File: config.mk
export PLATFORM = sky130hd
export DESIGN_NAME = trap_ctrl
export DESIGN_NICKNAME = d
export VERILOG_FILES = /design/src/rtl/trap_ctrl_pkg.sv /design/src/rtl/trap_ctrl_status.sv /design/src/rtl/trap_ctrl_cause.sv /design/src/rtl/trap_ctrl_arb.sv /design/src/rtl/trap_ctrl.sv
export SDC_FILE = /design/constraint.sdc
export NUM_CORES = 1
export LEC_CHECK = 0
export BUFFER_PORTS_ARGS = -buffer_cell sky130_fd_sc_hd__buf_2
export CELL_PAD_IN_SITES_DETAIL_PLACEMENT = 1
export CELL_PAD_IN_SITES_GLOBAL_PLACEMENT = 1
export CORE_AREA = 2 2 250 252
export DETAILED_ROUTE_END_ITERATION = 8
export DIE_AREA = 0 0 252 254
export PLACE_DENSITY = 0.49
export SLEW_MARGIN = 40
export SYNTH_ARGS = -nofsm -noshare
export SYNTH_HDL_FRONTEND = slang
export SYNTH_HIERARCHICAL = 1
export SYNTH_SLANG_ARGS = --single-unit
File: constraint.sdc
create_clock -name clk_i -period 2.76 [get_ports clk_i]
set_input_delay 0.552 -clock clk_i [delete_from_list [all_inputs] [get_ports clk_i]]
set_output_delay 0.552 -clock clk_i [all_outputs]
set_load 0.005 [all_outputs]
File: src/rtl/trap_ctrl_pkg.sv
package trap_ctrl_pkg;
  localparam int SR_W     = 32;
  localparam int NIRQ     = 8;
  localparam int CODE_W   = 5;
  localparam int SR_ET    = 0;
  localparam int SR_EF    = 1;
  localparam int SR_EV    = 2;
  localparam int SR_EC    = 3;
  localparam int SR_PS    = 4;
  localparam int SR_S     = 5;
  localparam int SR_UX    = 6;
  localparam int SR_SX    = 7;
  localparam int SR_VM    = 8;
  localparam int SR_IM_LO = 16;
  localparam int CS_PEND_LO = 8;
  localparam int IPI_LINE   = 5;
  localparam logic [CODE_W-1:0] CODE_IRQ = 5'd16;

  function automatic logic [SR_W-1:0] sr_legal(bit en64, bit fpu, bit rvc, bit vec);
    logic [SR_W-1:0] m;
    m = '0;
    m[SR_ET] = 1'b1;
    m[SR_EF] = fpu;
    m[SR_EV] = vec;
    m[SR_EC] = rvc;
    m[SR_PS] = 1'b1;
    m[SR_S]  = 1'b1;
    m[SR_UX] = en64;
    m[SR_SX] = en64;
    m[SR_VM] = 1'b1;
    m[SR_IM_LO +: NIRQ] = '1;
    return m;
  endfunction
endpackage

File: src/rtl/trap_ctrl_status.sv
module trap_ctrl_status
  import trap_ctrl_pkg::*;
#(
  parameter bit EN_64  = 1'b1,
  parameter bit EN_FPU = 1'b1,
  parameter bit EN_RVC = 1'b0,
  parameter bit EN_VEC = 1'b0
) (
  input  logic            clk_i,
  input  logic            rst_ni,
  input  logic            trap_i,
  input  logic            we_i,
  input  logic [SR_W-1:0] wdata_i,
  output logic [SR_W-1:0] sr_o
);
  localparam logic [SR_W-1:0] LEGAL = sr_legal(EN_64, EN_FPU, EN_RVC, EN_VEC);
  localparam logic [SR_W-1:0] RST_SR =
    ((SR_W'(1) << SR_S) | (SR_W'(1) << SR_SX)) & LEGAL;

  logic [SR_W-1:0] sr_q, sr_d, trap_sr;

  always_comb begin
    trap_sr        = sr_q;
    trap_sr[SR_ET] = 1'b0;
    trap_sr[SR_S]  = 1'b1;
    trap_sr[SR_PS] = sr_q[SR_S];
  end

  always_comb begin
    sr_d = sr_q;
    if (trap_i)    sr_d = trap_sr & LEGAL;
    else if (we_i) sr_d = wdata_i & LEGAL;
  end

  always_ff @(posedge clk_i or negedge rst_ni) begin
    if (!rst_ni) sr_q <= RST_SR;
    else         sr_q <= sr_d;
  end

  assign sr_o = sr_q;
endmodule

File: src/rtl/trap_ctrl_cause.sv
module trap_ctrl_cause
  import trap_ctrl_pkg::*;
(
  input  logic              clk_i,
  input  logic              rst_ni,
  input  logic              trap_i,
  input  logic [CODE_W-1:0] code_i,
  input  logic [NIRQ-1:0]   set_i,
  input  logic [NIRQ-1:0]   clr_i,
  output logic [NIRQ-1:0]   pend_o,
  output logic [SR_W-1:0]   cause_o
);
  logic [NIRQ-1:0]   pend_q;
  logic [CODE_W-1:0] code_q;

  always_ff @(posedge clk_i or negedge rst_ni) begin
    if (!rst_ni) begin
      pend_q <= '0;
      code_q <= '0;
    end else begin
      pend_q <= (pend_q & ~clr_i) | set_i;
      if (trap_i) code_q <= code_i;
    end
  end

  always_comb begin
    cause_o = '0;
    cause_o[CODE_W-1:0] = code_q;
    cause_o[CS_PEND_LO +: NIRQ] = pend_q;
  end

  assign pend_o = pend_q;
endmodule

File: src/rtl/trap_ctrl_arb.sv
module trap_ctrl_arb
  import trap_ctrl_pkg::*;
(
  input  logic              run_i,
  input  logic              et_i,
  input  logic [NIRQ-1:0]   im_i,
  input  logic [NIRQ-1:0]   pend_i,
  input  logic              exc_valid_i,
  input  logic [CODE_W-1:0] exc_code_i,
  output logic              take_o,
  output logic              fatal_o,
  output logic [CODE_W-1:0] code_o
);
  logic irq_take, exc_take;

  assign irq_take = run_i && et_i && |(pend_i & im_i);
  assign exc_take = run_i && et_i && exc_valid_i;
  assign fatal_o  = run_i && !et_i && exc_valid_i;
  assign take_o   = irq_take || exc_take;
  // interrupt sampled ahead of the instruction's own exception
  assign code_o   = irq_take ? CODE_IRQ : exc_code_i;
endmodule

File: src/rtl/trap_ctrl.sv
module trap_ctrl
  import trap_ctrl_pkg::*;
#(
  parameter int PC_W   = 64,
  parameter bit EN_64  = 1'b1,
  parameter bit EN_FPU = 1'b1,
  parameter bit EN_RVC = 1'b0,
  parameter bit EN_VEC = 1'b0
) (
  input  logic            clk_i,
  input  logic            rst_ni,
  input  logic [PC_W-1:0] pc_i,
  input  logic [PC_W-1:0] seq_pc_i,
  input  logic            exc_valid_i,
  input  logic [4:0]      exc_code_i,
  input  logic [PC_W-1:0] bad_addr_i,
  input  logic [7:0]      irq_set_i,
  input  logic [7:0]      irq_clr_i,
  input  logic            ipi_i,
  input  logic            sr_we_i,
  input  logic [31:0]     sr_wdata_i,
  input  logic            evec_we_i,
  input  logic [PC_W-1:0] evec_wdata_i,
  output logic [PC_W-1:0] next_pc_o,
  output logic            trap_take_o,
  output logic            error_o,
  output logic            run_o,
  output logic [31:0]     sr_o,
  output logic [31:0]     cause_o,
  output logic [PC_W-1:0] epc_o,
  output logic [PC_W-1:0] evec_o,
  output logic [PC_W-1:0] bad_addr_o,
  output logic [6:0]      xlen_o
);
  logic              take, fatal;
  logic [CODE_W-1:0] code;
  logic [NIRQ-1:0]   pend, set_all;
  logic              run_q, err_q;
  logic [PC_W-1:0]   epc_q, evec_q, bad_q;

  always_comb begin
    set_all = irq_set_i;
    set_all[IPI_LINE] = irq_set_i[IPI_LINE] | ipi_i;
  end

  trap_ctrl_arb i_arb (
    .run_i       (run_q),
    .et_i        (sr_o[SR_ET]),
    .im_i        (sr_o[SR_IM_LO +: NIRQ]),
    .pend_i      (pend),
    .exc_valid_i (exc_valid_i),
    .exc_code_i  (exc_code_i),
    .take_o      (take),
    .fatal_o     (fatal),
    .code_o      (code)
  );

  trap_ctrl_status #(
    .EN_64(EN_64), .EN_FPU(EN_FPU), .EN_RVC(EN_RVC), .EN_VEC(EN_VEC)
  ) i_status (
    .clk_i   (clk_i),
    .rst_ni  (rst_ni),
    .trap_i  (take),
    .we_i    (sr_we_i),
    .wdata_i (sr_wdata_i),
    .sr_o    (sr_o)
  );

  trap_ctrl_cause i_cause (
    .clk_i   (clk_i),
    .rst_ni  (rst_ni),
    .trap_i  (take),
    .code_i  (code),
    .set_i   (set_all),
    .clr_i   (irq_clr_i),
    .pend_o  (pend),
    .cause_o (cause_o)
  );

  always_ff @(posedge clk_i or negedge rst_ni) begin
    if (!rst_ni) begin
      run_q  <= 1'b0;
      err_q  <= 1'b0;
      epc_q  <= '0;
      evec_q <= '0;
      bad_q  <= '0;
    end else begin
      if (fatal) begin
        err_q <= 1'b1;
        run_q <= 1'b0;
      end else if (ipi_i && !err_q) begin
        run_q <= 1'b1;
      end
      if (take) begin
        epc_q <= pc_i;
        bad_q <= bad_addr_i;
      end
      if (evec_we_i) evec_q <= evec_wdata_i;
    end
  end

  assign next_pc_o   = take ? evec_q : seq_pc_i;
  assign trap_take_o = take;
  assign error_o     = err_q;
  assign run_o       = run_q;
  assign epc_o       = epc_q;
  assign evec_o      = evec_q;
  assign bad_addr_o  = bad_q;
  assign xlen_o      = (sr_o[SR_S] ? sr_o[SR_SX] : sr_o[SR_UX]) ? 7'd64 : 7'd32;
endmodule

==> results.txt <==
top_reg_cell synth = dfrtp_1
max incr delay on CP = 430 ps
PnR Total Power = 0.0134 W
clk slew on worst S/H paths = 60 ps
status = finished with violations
Placement Setup Slack = 209 ps
top cells by area, synth = dfrtp_1, mux2_2, buf_4
Max-Cap Viols = 0
worst-path maximum fanout = 17
hpwl dp = 26.0 mm
via count = 7316
library cells used by synthesis = 25
register area = 5560 um2
EDFF count, synth = 0
share of the synthesized area in the top cell type = 0.569
post-route cell area = 14600 um2
vias per inst = 3.58
TritonRoute pass-1 iters = 4
number of diodes = 0
period utilization = 1.09
failing checks = negative setup slack
Max VDD drop = 453 uV
Synth async-reset ratio = 1.00
Least-Margin Pin Slew = 649 ps
clock root buffer = clkbuf_16
full die area = 64000 um2
Hold Violations, Final = 0
initial antenna violation count = 2
most frequent cell after synthesis = mux2_2
LEAKAGE = 7.06 nW
Avg Cell Area, Syn = 15.5 um2
register area share after synthesis = 0.575
cells after synthesis = 622
Post-Route WL = 34.7 mm
RSZ-0062 raised after global routing = true
YS warnings = 6
first-pass GRT wire length = 49.4 mm
vias in the first global route = 7863
share of cells above drive strength 1 = 0.764
Post-Layout Cell Count = 2045
Crit-path slowest cell = dfrtp_2
critical path arrival = 2450 ps
Total Routing Usage GR = 0.101
Seq cells post-synth = 222
Post-Syn Area = 9670 um2
dpl cell area = 13300 um2
Worst Setup Start Kind = register
TritonCTS Sinks = 222
Num CTS Buffers = 29
I/O pin cnt = 645
Achievable Freq = 333 MHz
area leader, netlist = dfrtp_1
Post-Place Cells = 1973
final net count = 1547
Rel. slew slack = 0.567
post-route setup TNS = -12710 ps
WL/cell = 17.0 um
Worst Path Required = 2210 ps
top cells by count, synth = mux2_2, dfrtp_1, buf_4
Port Buffer Count = 586
Initial Util = 0.158
PwrDens = 921 nW/um2
DRT iter0 DRCs = 163
GPL Wtd Cong = 0.718
Row Count = 91
critical path type = reg2out
Post-DRT Antenna Nets = 0
largest net degree at the start of global routing = 80
CTS tree = done
final worst slack = -246 ps
HP Class = in2reg
Pins Over Slew Limit = 0
Die X-Extent = 252 um
Cell Chain, Critical Path = a22oi_2, nand2_2, o311a_4, buf_12, buf_16, mux2_2, buf_2
Area growth syn-to-layout = 50.9%
Multi-input gate area = 3570 um2
Core Region = 61300 um2
# DRC = 0
Layout Skew = 7.71 ps
Clock Latency Late Sink = 570 ps
min cycle time layout = 3010 ps
H-Tree Depth = 1
GR Overflow Total = 0
Die Ht = 254 um
Crit. End Element = output pin
# fillers = 6981
setup violators final = 65
clk buf depth = 3
==> cell type report <==
class                   count  area share
multi-input cells         350       0.244
repair buffers            619       0.235
clock inverters            13      0.0101
flip-flops and latches    222       0.381
well taps                 790      0.0677
inverters                  10     0.00257
clock buffers              41      0.0590
==> state kept, by name, summed over array words and instances, names as in the netlist <==
signal,cells
i_cause/code_q,5
i_status/sr_o,15
bad_addr_o,64
error_o,1
run_o,1
i_cause/pend_o,8
epc_o,64
evec_o,64
==> metrics by stage <==
step | util | hold WS [ps]
after floorplan | - | 256
after global placement | 0.216 | 474
after detailed placement | 0.216 | 479
after CTS | 0.238 | 117
after global routing | 0.238 | 136
final | 0.238 | 160
==> critical path: cells and delay by family (launching register included) <==
kind	cells	cell delay (ps)
flops	1	430
mux	1	270
compound gates	2	610
simple gates	1	100
buf+inv	3	460
==> layout by cell type (no fill, tap or decap), drive strengths merged, types with 4 or more instances in the layout <==
master,netlist,layout
a21o,8,8
a22oi,4,4
and2,4,4
buf,78,618
clkbuf,0,41
clkinv,0,8
conb,3,41
dfrtp,220,220
inv,10,12
mux2,273,273
nand2,4,4
==> path summary, 6_finish.rpt <==
check	from	endpoint	slack (ps)	cells after the start
max	i_status/sr_o[23]	next_pc_o[56]	-250	7
min	irq_set_i[2]	i_cause/pend_o[2]	160	2
max reg2reg	i_status/sr_o[23]	i_status/sr_o[23]	200	10
min reg2reg	error_o	error_o	500	1
max in group asynchronous	rst_ni	epc_o[34]	1410	3
min in group asynchronous	rst_ni	bad_addr_o[0]	560	2
==> routing by layer <==
| layer | track usage | wire length (um) | up-vias | part of all wire |
|---|---|---|---|---|
| met5 | 0 | 0 | - | 0 |
| met4 | 0.0286 | 953 | 0 | 0.027 |
| met3 | 0.0289 | 2580 | 45 | 0.074 |
| met2 | 0.191 | 18600 | 320 | 0.54 |
| met1 | 0.110 | 12600 | 3631 | 0.36 |
| li1 | - | - | 3320 | - |
==> kinds of logic after synthesis <==
logic type	Yosys count	share of synthesized area
mux	276	0.325
flops	222	0.575
buf+inv	88	0.0756
compound gates	17	0.0137
simple gates	16	0.00983
other cells	3	0.00116
==> power breakdown <==
group | switching (W) | leakage [nW] | total [W] | internal [W]
registers | 0.000624 | 2.60 | 0.00506 | 0.00444
logic | 0.00184 | 3.96 | 0.00442 | 0.00259
clock network | 0.00151 | 0.508 | 0.00395 | 0.00244
==> timing repair <==
item	in CTS	in global routing
hold endpoints to repair	23	0
hold buffers	1	0
setup buffers	11	3
pin swaps	2	0
gates resized for setup	23	4
cloned	4	0
setup endpoints to repair	65	65
(Power assumes the default switching activity.)
